<file path="src/rtl/msg_irq_pkg.sv">
package msg_irq_pkg;

    localparam int WORD_W    = 32;
    localparam int LANES     = WORD_W / 8;
    localparam int MSG_LOW_W = 5;
    localparam int BERR_BIT  = 0;
    localparam int SEL_W     = 3;

    typedef enum logic [SEL_W-1:0] {
        SEL_CTRL = 3'd0,
        SEL_TGT  = 3'd1,
        SEL_MASK = 3'd2,
        SEL_REQ  = 3'd3,
        SEL_PEND = 3'd4
    } reg_sel_e;

    typedef struct packed {
        logic [WORD_W-1:0] addr;
        logic [WORD_W-1:0] data;
    } irq_msg_t;

    // Bit mask selected by big-endian byte enables: lane 0 is the top byte.
    function automatic logic [WORD_W-1:0] lane_bits(input logic [LANES-1:0] be);
        logic [WORD_W-1:0] m;
        m = '0;
        for (int i = 0; i < LANES; i++) begin
            if (be[i]) m[WORD_W-1-8*i -: 8] = 8'hFF;
        end
        return m;
    endfunction

    function automatic logic [WORD_W-1:0] lane_merge(input logic [WORD_W-1:0] old_v,
                                                     input logic [WORD_W-1:0] new_v,
                                                     input logic [LANES-1:0]  be);
        logic [WORD_W-1:0] m;
        m = lane_bits(be);
        return (old_v & ~m) | (new_v & m);
    endfunction

    // Set of implemented interrupt line bits.
    function automatic logic [WORD_W-1:0] line_set(input int n);
        logic [WORD_W-1:0] s;
        s = '0;
        for (int i = 0; i < WORD_W; i++) begin
            if (i < n) s[i] = 1'b1;
        end
        return s;
    endfunction

    // Outbound write: aligned address plus low bits as data.
    function automatic irq_msg_t build_msg(input logic [WORD_W-1:0] target);
        irq_msg_t m;
        m.addr = {target[WORD_W-1:MSG_LOW_W], {MSG_LOW_W{1'b0}}};
        m.data = {{(WORD_W-MSG_LOW_W){1'b0}}, target[MSG_LOW_W-1:0]};
        return m;
    endfunction

endpackage

</file>
<file path="src/rtl/msg_irq_regs.sv">
module msg_irq_regs
    import msg_irq_pkg::*;
#(
    parameter int                NUM_LINES = 16,
    parameter int                REG_AW    = 6,
    parameter logic [WORD_W-1:0] CPU_BASE  = 32'hFFFA_0000
) (
    input  logic                 clk,
    input  logic                 rst,
    input  logic                 reg_req,
    input  logic                 reg_we,
    input  logic [REG_AW-1:0]    reg_addr,
    input  logic [LANES-1:0]     reg_be,
    input  logic [WORD_W-1:0]    reg_wdata,
    input  logic [NUM_LINES-1:0] pend_in,
    input  logic [NUM_LINES-1:0] req_in,
    output logic [WORD_W-1:0]    reg_rdata,
    output logic                 reg_rvalid,
    output logic [NUM_LINES-1:0] mask_o,
    output logic                 berr_o,
    output logic [WORD_W-1:0]    target_o,
    output logic                 pend_clr_o,
    output logic                 bad_mask_o
);

    localparam logic [WORD_W-1:0] IMPL_SET = line_set(NUM_LINES);

    logic              berr_q;
    logic [WORD_W-1:0] target_q;
    logic [WORD_W-1:0] mask_q;
    logic              bad_q;

    reg_sel_e          sel;
    logic              hit;
    logic              wr_hit;
    logic              rd_hit;
    logic [WORD_W-1:0] pend_w;
    logic [WORD_W-1:0] req_w;
    logic [WORD_W-1:0] rd_mux;
    logic [WORD_W-1:0] ctrl_new;
    logic [WORD_W-1:0] mask_new;

    assign sel    = reg_sel_e'(reg_addr[SEL_W-1:0]);
    assign hit    = (reg_addr[REG_AW-1:SEL_W] == '0);
    assign wr_hit = reg_req && reg_we && hit;
    assign rd_hit = reg_req && !reg_we && hit;

    always_comb begin
        pend_w = '0;
        req_w  = '0;
        pend_w[NUM_LINES-1:0] = pend_in;
        req_w[NUM_LINES-1:0]  = req_in;
    end

    always_comb begin
        rd_mux = '0;
        case (sel)
            SEL_CTRL: rd_mux[BERR_BIT] = berr_q;
            SEL_TGT:  rd_mux = target_q;
            SEL_MASK: rd_mux = mask_q;
            SEL_REQ:  rd_mux = req_w;
            SEL_PEND: rd_mux = pend_w;
            default:  rd_mux = '0;
        endcase
    end

    always_comb begin
        ctrl_new = '0;
        ctrl_new[BERR_BIT] = berr_q;
        ctrl_new = lane_merge(ctrl_new, reg_wdata, reg_be);
        mask_new = lane_merge(mask_q, reg_wdata, reg_be);
    end

    always_ff @(posedge clk) begin
        if (rst) begin
            berr_q     <= 1'b0;
            target_q   <= CPU_BASE + 32'd3;
            mask_q     <= '0;
            bad_q      <= 1'b0;
            reg_rdata  <= '0;
            reg_rvalid <= 1'b0;
        end else begin
            reg_rvalid <= reg_req && !reg_we;
            if (reg_req && !reg_we) begin
                reg_rdata <= rd_hit ? rd_mux : '0;
            end
            if (wr_hit) begin
                case (sel)
                    SEL_CTRL: berr_q   <= ctrl_new[BERR_BIT];
                    SEL_TGT:  target_q <= lane_merge(target_q, reg_wdata, reg_be);
                    SEL_MASK: begin
                        mask_q <= mask_new;
                        if (((mask_new & ~IMPL_SET) != '0) && (mask_new != '1)) begin
                            bad_q <= 1'b1;
                        end
                    end
                    default: ;
                endcase
            end
        end
    end

    assign pend_clr_o = reg_req && hit && (sel == SEL_PEND);
    assign mask_o     = mask_q[NUM_LINES-1:0];
    assign berr_o     = berr_q;
    assign target_o   = target_q;
    assign bad_mask_o = bad_q;

endmodule

</file>
<file path="src/rtl/msg_irq_capture.sv">
module msg_irq_capture #(
    parameter int NUM_LINES = 16
) (
    input  logic                 clk,
    input  logic                 rst,
    input  logic [NUM_LINES-1:0] irq_in,
    input  logic [NUM_LINES-1:0] mask,
    input  logic                 berr,
    input  logic                 pend_clr,
    input  logic [NUM_LINES-1:0] take,
    output logic [NUM_LINES-1:0] pend,
    output logic [NUM_LINES-1:0] req,
    output logic [NUM_LINES-1:0] queued
);

    logic [NUM_LINES-1:0] prev_q;
    logic [NUM_LINES-1:0] rise;
    logic [NUM_LINES-1:0] arrive;

    assign rise   = irq_in & ~prev_q;
    assign arrive = rise & mask & {NUM_LINES{!berr}};

    always_ff @(posedge clk) begin
        if (rst) begin
            prev_q <= '0;
            pend   <= '0;
            req    <= '0;
            queued <= '0;
        end else begin
            prev_q <= irq_in;
            pend   <= (pend & {NUM_LINES{!pend_clr}}) | irq_in;
            req    <= req | (irq_in & mask);
            queued <= (queued & ~take) | arrive;
        end
    end

endmodule

</file>
<file path="src/rtl/msg_irq_sender.sv">
module msg_irq_sender
    import msg_irq_pkg::*;
#(
    parameter int NUM_LINES = 16
) (
    input  logic                 clk,
    input  logic                 rst,
    input  logic [NUM_LINES-1:0] queued,
    input  logic                 berr,
    input  logic [WORD_W-1:0]    target,
    output logic [NUM_LINES-1:0] take,
    output logic                 msg_valid,
    input  logic                 msg_ready,
    output logic [WORD_W-1:0]    msg_addr,
    output logic [WORD_W-1:0]    msg_data
);

    logic [NUM_LINES-1:0] cand;
    logic [NUM_LINES:0]   seen;
    irq_msg_t             msg_q;
    logic                 launch;

    assign launch  = !msg_valid && !berr && (queued != '0);
    assign cand    = launch ? queued : '0;
    assign seen[0] = 1'b0;

    // Lowest-index line wins the launch slot.
    for (genvar g = 0; g < NUM_LINES; g++) begin : g_pick
        assign take[g]   = cand[g] & ~seen[g];
        assign seen[g+1] = seen[g] | cand[g];
    end

    always_ff @(posedge clk) begin
        if (rst) begin
            msg_valid <= 1'b0;
            msg_q     <= '0;
        end else if (msg_valid) begin
            if (msg_ready) msg_valid <= 1'b0;
        end else if (launch) begin
            msg_valid <= 1'b1;
            msg_q     <= build_msg(target);
        end
    end

    assign msg_addr = msg_q.addr;
    assign msg_data = msg_q.data;

endmodule

</file>
<file path="src/rtl/msg_irq_ctrl.sv">
module msg_irq_ctrl
    import msg_irq_pkg::*;
#(
    parameter int                NUM_LINES = 16,
    parameter int                REG_AW    = 6,
    parameter logic [WORD_W-1:0] CPU_BASE  = 32'hFFFA_0000
) (
    input  logic                 clk,
    input  logic                 rst,
    input  logic [NUM_LINES-1:0] irq_in,
    input  logic                 reg_req,
    input  logic                 reg_we,
    input  logic [REG_AW-1:0]    reg_addr,
    input  logic [LANES-1:0]     reg_be,
    input  logic [WORD_W-1:0]    reg_wdata,
    output logic [WORD_W-1:0]    reg_rdata,
    output logic                 reg_rvalid,
    output logic                 msg_valid,
    input  logic                 msg_ready,
    output logic [WORD_W-1:0]    msg_addr,
    output logic [WORD_W-1:0]    msg_data,
    output logic                 bad_mask
);

    logic [NUM_LINES-1:0] mask_w;
    logic [NUM_LINES-1:0] pend_w;
    logic [NUM_LINES-1:0] req_w;
    logic [NUM_LINES-1:0] queued_w;
    logic [NUM_LINES-1:0] take_w;
    logic                 berr_w;
    logic                 pend_clr_w;
    logic [WORD_W-1:0]    target_w;

    msg_irq_regs #(
        .NUM_LINES (NUM_LINES),
        .REG_AW    (REG_AW),
        .CPU_BASE  (CPU_BASE)
    ) u_regs (
        .clk        (clk),
        .rst        (rst),
        .reg_req    (reg_req),
        .reg_we     (reg_we),
        .reg_addr   (reg_addr),
        .reg_be     (reg_be),
        .reg_wdata  (reg_wdata),
        .pend_in    (pend_w),
        .req_in     (req_w),
        .reg_rdata  (reg_rdata),
        .reg_rvalid (reg_rvalid),
        .mask_o     (mask_w),
        .berr_o     (berr_w),
        .target_o   (target_w),
        .pend_clr_o (pend_clr_w),
        .bad_mask_o (bad_mask)
    );

    msg_irq_capture #(
        .NUM_LINES (NUM_LINES)
    ) u_capture (
        .clk      (clk),
        .rst      (rst),
        .irq_in   (irq_in),
        .mask     (mask_w),
        .berr     (berr_w),
        .pend_clr (pend_clr_w),
        .take     (take_w),
        .pend     (pend_w),
        .req      (req_w),
        .queued   (queued_w)
    );

    msg_irq_sender #(
        .NUM_LINES (NUM_LINES)
    ) u_sender (
        .clk       (clk),
        .rst       (rst),
        .queued    (queued_w),
        .berr      (berr_w),
        .target    (target_w),
        .take      (take_w),
        .msg_valid (msg_valid),
        .msg_ready (msg_ready),
        .msg_addr  (msg_addr),
        .msg_data  (msg_data)
    );

endmodule

</file>
<file path="config.mk">
export PLATFORM = sky130hd
export DESIGN_NAME = msg_irq_ctrl
export DESIGN_NICKNAME = d
export VERILOG_FILES = /design/src/rtl/msg_irq_pkg.sv /design/src/rtl/msg_irq_regs.sv /design/src/rtl/msg_irq_capture.sv /design/src/rtl/msg_irq_sender.sv /design/src/rtl/msg_irq_ctrl.sv
export SDC_FILE = /design/constraint.sdc
export NUM_CORES = 1
export LEC_CHECK = 0
export ABC_CLOCK_PERIOD_IN_PS = 4900
export BUFFER_PORTS_ARGS = -buffer_cell sky130_fd_sc_hd__buf_4
export CORE_UTILIZATION = 39
export DETAILED_ROUTE_END_ITERATION = 8
export SLEW_MARGIN = 0
export SYNTH_ARGS = -nofsm -noshare
export SYNTH_HDL_FRONTEND = slang
export SYNTH_SLANG_ARGS = --single-unit
</file>
<file path="constraint.sdc">
create_clock -name clk -period 4.9 [get_ports clk]
set_clock_uncertainty 0.2 [all_clocks]
set_input_delay 0.49 -clock clk [delete_from_list [all_inputs] [get_ports clk]]
set_output_delay 0.49 -clock clk [all_outputs]
set_load 0.05 [all_outputs]
</file>
### After elaboration in Yosys (flattened, before gate mapping)

Index checks and enable logic that the tools add are counted.

* register bits after elaboration: 196
* bits of input ports: 63
* output and inout port bits: 99
* logic and storage cells: 129

* eq/ne operators: 5
* muxes and demuxes: 23
* bitwise logic cells: 66
* reduce and logical (&&, ||, !) cells: 22

Operator list (count)
* $and A32 B32 Y32: 4
* $mux W8: 16
* $pmux W31 S4: 1
* $and A16 B16 Y16: 6
* $not A32 Y32: 2
* $or A32 B32 Y32: 2
* $or A16 B16 Y16: 3
* $mux W32: 1
* $ne A32 B32 Y1 const B: 1
* $not A16 Y16: 2
* $reduce_bool A32 Y1: 1
* $and A1 B1 Y1: 16
* $mux W16: 1
* $not A1 Y1: 16
* $reduce_bool A16 Y1: 1
* $or A1 B1 Y1: 15
* $logic_and A1 B1 Y1: 9
* $reduce_and A2 Y1: 4
* $eq A3 B2 Y1 const B: 2
* $logic_not A3 Y1: 2
* $pmux W1 S5: 1
* $logic_not A1 Y1: 4
* $eq A3 B1 Y1 const B: 1
* $eq A3 B3 Y1 const B: 1
* other kinds (2): 4

### Logic depth before layout (Yosys ltp)

Gate-level depths: netlist of run 1.

* word-level depth: 23
* gate-level depth with buffers: 7

### Cells and area by module

From an unflattened synthesis of run 1, not the netlist that was laid out.

* cell total of the unflattened synthesis: 1051
* area total of the unflattened synthesis: 9331.4 sq um

By module, submodules not included
* msg_irq_regs: times used 1, cells each 542, area each 4638.2 sq um, seq. area each 1981.9 sq um
* msg_irq_sender: times used 1, cells each 292, area each 2539.9 sq um, seq. area each 660.6 sq um
* msg_irq_capture: times used 1, cells each 217, area each 2153.3 sq um, seq. area each 1281.2 sq um

### Least setup slack after synthesis of run 1

No wires, ideal clock.

* path type: register to register
* start point: reg u_sender.msg_valid
* end point: reg u_capture.queued[14]
* setup time: 132 ps
* data arrival time: 2256 ps
* slack: 2312 ps
* stages on the path, launching flop included: 6
* buffers on the path: 0
* cell sequence: dfxtp_1 -> or4_1 -> or4_4 -> or4_1 -> o31ai_1 -> a21oi_1

* cells in the longest elaborated chain, start to end: 22

RTL lines
* start: declaration: line msg_irq_sender.sv:12 `output logic msg_valid,`
* start signal: assignment: line msg_irq_sender.sv:35 `msg_valid <= 1'b0;`
* start signal: assignment: line msg_irq_sender.sv:38 `if (msg_ready) msg_valid <= 1'b0;`
* start signal: assignment: line msg_irq_sender.sv:40 `msg_valid <= 1'b1;`
* $logic_not A1 Y1 *: line msg_irq_sender.sv:23 `assign launch = !msg_valid && !berr && (queued != '0);`
* $logic_and A1 B1 Y1 * (2 in a row): line msg_irq_sender.sv:23
* $mux W16 *: line msg_irq_sender.sv:24 `assign cand = launch ? queued : '0;`
* $or A1 B1 Y1 (13 in a row): line msg_irq_sender.sv:30 `assign seen[g+1] = seen[g] | cand[g];`
* $not A1 Y1: line msg_irq_sender.sv:29 `assign take[g] = cand[g] & ~seen[g];`
* $and A1 B1 Y1 *: line msg_irq_sender.sv:29
* $not A16 Y16 *: line msg_irq_capture.sv:33 `queued <= (queued & ~take) | arrive;`
* $and A16 B16 Y16 *: line msg_irq_capture.sv:33
* $or A16 B16 Y16 *: line msg_irq_capture.sv:33
* end signal: assignment: line msg_irq_capture.sv:33
* end: declaration: line msg_irq_capture.sv:13 `output logic [NUM_LINES-1:0] queued`

Every way passes the cells marked *; elsewhere a longest branch is shown, timed or not.
A chain may end at the register's enable or synchronous reset.

### Worst setup path after layout of run 1

* start point: in reg_addr[4]
* end point: reg u_regs.bad_q, in the netlist u_regs.bad_mask_o

* cells in the longest elaborated chain, start to end: 3

RTL lines
* start: declaration: line msg_irq_ctrl.sv:13 `input logic [REG_AW-1:0] reg_addr,`
* $logic_not A3 Y1: line msg_irq_regs.sv:44 `assign hit = (reg_addr[REG_AW-1:SEL_W] == '0);`
* $logic_and A1 B1 Y1: line msg_irq_regs.sv:45 `assign wr_hit = reg_req && reg_we && hit;`
* $reduce_and A3 Y1 (no line)
* end signal: assignment: line msg_irq_regs.sv:79 `bad_q <= 1'b0;`
* end signal: assignment: line msg_irq_regs.sv:94 `bad_q <= 1'b1;`
* end: declaration: line msg_irq_regs.sv:31 `logic bad_q;`

No other way between the ends.

==> impl_metrics.tcl, run 1 <==
set metrics [dict create \
    die_h_um 145 \
    synth_cells 946 \
    io_pins 162 \
    outcome "finished clean" \
    relSlewSlack 0.255 \
    layout_commonest_cell "dfxtp_1" \
    worstPathCellList "buf_4, nor4b_1, and3_1, buf_4, nor2b_1, o21ai_0, o22ai_1" \
    dpl.hpwl_um 15100 \
    rows 52 \
    vdd_drop_max_mv 0.240 \
    r2r_setup_slack_ns 2.04 \
    die-area_um2 21100 \
    cp-startpoint "reg_addr[4]" \
    top_usage_layer "met2" \
    holdBufCountCts 0 \
    root_buffer "clkbuf_16" \
    cp_max_fo 21 \
    leakage_nw 3.83 \
    crit_top_cell "buf_4" \
    grt_use_met3 0.0327 \
    place_congestion 0.809 \
    io_buffers 129 \
    crit_buf_inv 2 \
    nNetsFinal 1101 \
    synth_top_cells_by_area "dfxtp_1 (49%), a21oi_1 (7.3%), nand2_1 (7.1%), nand3_1 (5.2%), a22o_1 (4.6%)" \
    cts_max_path_buffers 2 \
    p_per_area_nw_per_um2 356 \
    rr_endpoint "u_capture.queued[14]" \
    fmax_mhz 349 \
    dpl_worst_slack_ns 1.59 \
    yosys_warnings 0 \
    maxCapViolCount 0 \
    grt_pass1_wl_um 35700 \
    period_share 0.585 \
    viasPerCell 5.30 \
    period_needed_ns 2.86 \
    finish.utilization 0.481 \
    multi_input_comb_area_um2 3690 \
    synth-seq-cells 196 \
    finalSetupViolations 0 \
    critPathRequiredTime_ns 5.06 \
    fin_setup_tns_ns 0 \
    antenna_found_initial 0 \
    drcViolationCount 0 \
    post_drt_wl_per_cell_um 17.0 \
    nFillCells 1997 \
    cts.sinks 196 \
    rsz0062_at_grt "no" \
    end_kind "flop" \
    yosysTopAreaCell "dfxtp_1" \
    drv_slew 0 \
    syn_avg_cell_area_um2 8.46 \
    grt_use_met1 0.291 \
    grt.overflow.total 0 \
    drtIter0Drc 587 \
    cp.depth 7 \
    critPathKind "input pin to flop" \
    worstSetupStartpointType "input pin" \
    seq_area_um2 3920 \
    dr.pass1.iters 7 \
    critPathArrivalTime_ns 3.03 \
    clk_latency_ns 0.44 \
    tightest_slew_ns 1.11 \
    grt_pass1_vias 6487 \
    syn_area_um2 8010 \
    ys_seq_area_frac 0.490 \
    fin_hold_ws_ns 0.103 \
    grt_max_degree 68 \
    chipWidth_um 145 \
    min-delay-path-class "input pin to flop" \
    cp_top_family "simple AND/OR/NAND/NOR gates" \
    max_stage_delay_ns 0.89 \
    clk_pin_slew_ns 0.07 \
    cts_tree "done" \
    drive_above_1_share 0.190 \
    area_growth_pct 21.1 \
    cp_slowest_cell "nor4b_1" \
    wirelength_um 22400 \
    initial_utilization 0.397 \
    r2r_cells 5 \
    coreArea_um2 20200 \
    post_cts_resized 0 \
    synth_top_area_frac 0.490 \
    layout_setup_ws_ns 2.04 \
    postCtsSetupBuffers 0 \
    num_antenna_cells 0 \
    final_cell_mix "dfxtp_1 (196), nand2_1 (151), buf_4 (141), a21oi_1 (116), nand3_1 (83)" \
    ant_nets 0 \
    cts_buffers 17 \
    track_usage 0.215 \
    use_met2 0.350 \
    cts.htree.levels 4 \
    hold_viol_final 0 \
    ys_types 42 \
    via_count 6994 \
    crit_end "u_regs.bad_mask_o" \
]
[tightest hold or removal path: cells and delay by family]
kind | cells | cell delay [ns]
buf+inv | 1 | 0.08
simple gates | 1 | 0.08
compound gates | 1 | 0.05
[layer usage]
metal	vias up	share of wire	routed length (um)
met5	-	0	0
li1	3452	-	-
met2	175	0.47	10600
met3	17	0.037	819
met1	3350	0.48	10700
met4	0	0.013	285
[metrics by stage]
step,total power [mW],instance area [um^2],instances
after CTS,3.48,9690,1320
after global routing,3.56,9690,1320
after detailed placement,1.90,9020,1289
final,3.45,9690,1320
after floorplan,1.83,8120,977
after global placement,1.90,9020,1289
[cell usage after synthesis]
cell	n
dfxtp_1	196
nand2_1	151
a21oi_1	117
nand3_1	83
clkbuf_1	62
nor2_1	56
a22o_1	42
buf_4	32
o21ai_0	30
nor2b_1	19
a22oi_1	17
nand3b_1	17
a21o_1	16
mux2i_1	13
nand4_1	11
a21oi_2	9
nand2_2	9
or4_1	7
nor3_1	5
nor4_1	5
o31ai_1	5
a32oi_1	3
buf_6	3
nand2b_1	3
nor3b_1	3
o22ai_1	3
o41ai_1	3
or2_2	3
or3_1	3
or4_4	3
a31oi_1	2
and3_1	2
buf_1	2
inv_1	2
o211ai_1	2
and2_1	1
and3b_1	1
conb_1	1
nor4b_1	1
o31a_1	1
o31ai_4	1
or2b_1	1
[kinds of logic after synthesis]
kind of cell,synth area share
buffers and inverters,0.0652
AO/OA/AOI/OAI,0.199
flip-flops,0.490
other,0.000468
multiplexers,0.0163
AND/OR/NAND/NOR,0.229
[how the worst min path moves through the flow]
stage                 startpoint           endpoint  cells after the start
3_5_place_dp   u_capture.pend[1]  u_capture.pend[1]                      1
2_1_floorplan  u_capture.pend[1]  u_capture.pend[1]                      1
6_report              irq_in[13]  u_capture.req[13]                      3
4_1_cts               irq_in[11]  u_capture.req[11]                      3
3_3_place_gp   u_capture.pend[1]  u_capture.pend[1]                      1
5_1_grt                irq_in[6]   u_capture.req[6]                      3
[cell type report]
type,instances,area share
clock inverters,12,0.0235
well taps,270,0.0349
clock buffers,19,0.0457
inverters,2,0.000774
multi-input cells,680,0.381
flip-flops and latches,196,0.405
repair buffers,141,0.109
[power breakdown]
part,internal (mW),switching (mW)
clock,0.972,0.616
sequential,1.61,0.00994
combinational,0.0700,0.169
No activity file was read; power rests on OpenSTA's default activity.
==> run 2: changes to the inputs <==
--- a/config.mk
+++ b/config.mk
@@ -5,7 +5,7 @@
 export SDC_FILE = /design/constraint.sdc
 export NUM_CORES = 1
 export LEC_CHECK = 0
-export ABC_CLOCK_PERIOD_IN_PS = 4900
+export ABC_CLOCK_PERIOD_IN_PS = 2350
 export BUFFER_PORTS_ARGS = -buffer_cell sky130_fd_sc_hd__buf_4
 export CORE_UTILIZATION = 39
 export DETAILED_ROUTE_END_ITERATION = 8
==> constraint.sdc (replaced) <==
create_clock -name clk -period 2.35 [get_ports clk]
set_clock_uncertainty 0.2 [all_clocks]
set_input_delay 0.235 -clock clk [delete_from_list [all_inputs] [get_ports clk]]
set_output_delay 0.235 -clock clk [all_outputs]
set_load 0.05 [all_outputs]
==> impl_metrics.tcl, run 2 (same netlist as run 1, synthesis figures left out) <==
set metrics [dict create \
    layout_setup_ws_ns -0.0363 \
    root_buffer "clkbuf_16" \
    swShare 0.231 \
    worstHoldStart "reg_addr[1]" \
    grt.overflow.total 0 \
    io_pins 162 \
    io_buffers 129 \
    min-delay-path-class "input pin to flop" \
    cts.htree.levels 4 \
    end_kind "flop" \
    track_usage 0.221 \
    route.met2.wl_um 11300 \
    dr.pass1.iters 5 \
    clk_latency_ns 0.43 \
    violations "negative setup slack" \
    period_needed_ns 2.39 \
    final_cell_mix "dfxtp_1 (195), buf_4 (151), nand2_1 (148), a21oi_1 (111), nand3_1 (83)" \
    cp_max_fo 8 \
    dr_wl_met3_um 1040 \
    cts.sinks 196 \
    r2r_setup_slack_ns -0.04 \
    coreArea_um2 20200 \
    wl_met1_um 10700 \
    nFillCells 1931 \
    top_layer "met4" \
    num_antenna_cells 0 \
    combPwrFrac 0.081 \
    multi_input_comb_area_um2 3730 \
    maxCapViolCount 0 \
    chipWidth_um 145 \
    rr_startpoint "u_capture.queued[9]" \
    cts_tree "done" \
    outcome "finished, violations left" \
    p_seq_frac 0.471 \
    rows 52 \
    leakage_nw 4.22 \
    die_h_um 145 \
    finalSetupViolations 32 \
    cp-startpoint "u_capture.queued[9]" \
    dpl_worst_slack_ns -0.0205 \
    p_per_area_nw_per_um2 679 \
    fin_area_um2 10600 \
    grt_pass1_vias 6973 \
    tightest_slew_ns 0.754 \
    period_share 1.02 \
    critPathKind "flop to flop" \
    p_total_mw 7.19 \
    p_int_mw 5.53 \
    cts_buffers 17 \
    layout_commonest_cell "dfxtp_1" \
    clkPwrFrac 0.448 \
    clk_pin_slew_ns 0.07 \
    nNetsFinal 1180 \
    viasPerCell 5.23 \
    dpl.hpwl_um 15300 \
    drv_slew 0 \
    ant_nets 0 \
    r2r_cells 7 \
    place_area_um2 9240 \
    grt_pass1_wl_um 37000 \
    rsz0062_at_grt "yes" \
    critPathArrivalTime_ns 2.54 \
    fmax_mhz 419 \
    via_count 7316 \
    die-area_um2 21100 \
    drive_above_1_share 0.206 \
    drtIter0Drc 516 \
    critPathRequiredTime_ns 2.51 \
    p_sw_mw 1.66 \
    place_congestion 0.825 \
    worstSetupStartpointType "flop" \
    seq_area_um2 3930 \
    initial_utilization 0.397 \
    area_growth_pct 32.3 \
    drcViolationCount 0 \
    post_drt_wl_per_cell_um 16.7 \
    cts_max_path_buffers 2 \
    antenna_found_initial 0 \
    vdd_drop_max_mv 0.503 \
    wirelength_um 23400 \
    grt_max_degree 143 \
    hold_viol_final 0 \
    min_path_cells 3 \
    relSlewSlack 0.497 \
]
## run 2: worst paths after layout
path | to
setup reg to reg | u_sender.msg_addr[10]
hold reg to reg | u_sender.msg_addr[18]
hold / removal | u_regs.reg_rdata[15]
setup / recovery | u_sender.msg_addr[10]
## run 2: area by class of cell
| type | instances | share of cell area |
|---|---|---|
| inverter | 2 | 0.000709 |
| clock buffer | 20 | 0.0431 |
| tap | 270 | 0.0319 |
| clock inverter | 12 | 0.0188 |
| sequential | 196 | 0.371 |
| timing repair buffer | 220 | 0.182 |
| multi-input combinational | 680 | 0.352 |
## run 2: power groups by stage
stage | Clock, mW | Combinational, mW | Sequential (mW)
3_5_place_dp | 0 | 0.507 | 3.46
3_3_place_gp | 0 | 0.506 | 3.46
4_1_cts | 3.26 | 0.579 | 3.39
2_1_floorplan | 0 | 0.341 | 3.47
5_1_grt | 3.39 | 0.625 | 3.39
6_report | 3.22 | 0.581 | 3.39
## run 2: metal layers
layer / GRT usage / vias up
met5: 0 / -
met4: 0.0721 / 0
met3: 0.0314 / 25
met2: 0.377 / 217
met1: 0.287 / 3456
li1: - / 3618
## run 2: repair_timing
action,4_1_cts,5_1_grt
hold endpoints to repair,127,0
resized for setup,2,10
setup buffers,0,1
endpoints found under the setup margin,18,34
hold buffers,58,0
gates cloned,0,3
pin swaps,0,1
## run 2: critical path: stages (launching register included)
cell       delay, ns
dfxtp_1         0.31
or4_4           0.54
or4_4           0.47
o31ai_4         0.24
buf_6           0.18
clkbuf_16       0.18
nand2_2         0.05
a21oi_1         0.13
## run 2: metrics by stage
| step | hold slack (ns) | cells | TNS, ns | utilization |
|---|---|---|---|---|
| after detailed placement | 0.239 | 1306 | -0.0230 | 0.458 |
| after global placement | 0.235 | 1306 | 0 | 0.458 |
| after global routing | 0.101 | 1400 | -3.01 | 0.525 |
| after floorplan | 0.177 | 977 | 0 | - |
| after CTS | 0.0167 | 1396 | -0.111 | 0.520 |
| final | 0.0346 | 1400 | -0.606 | 0.525 |
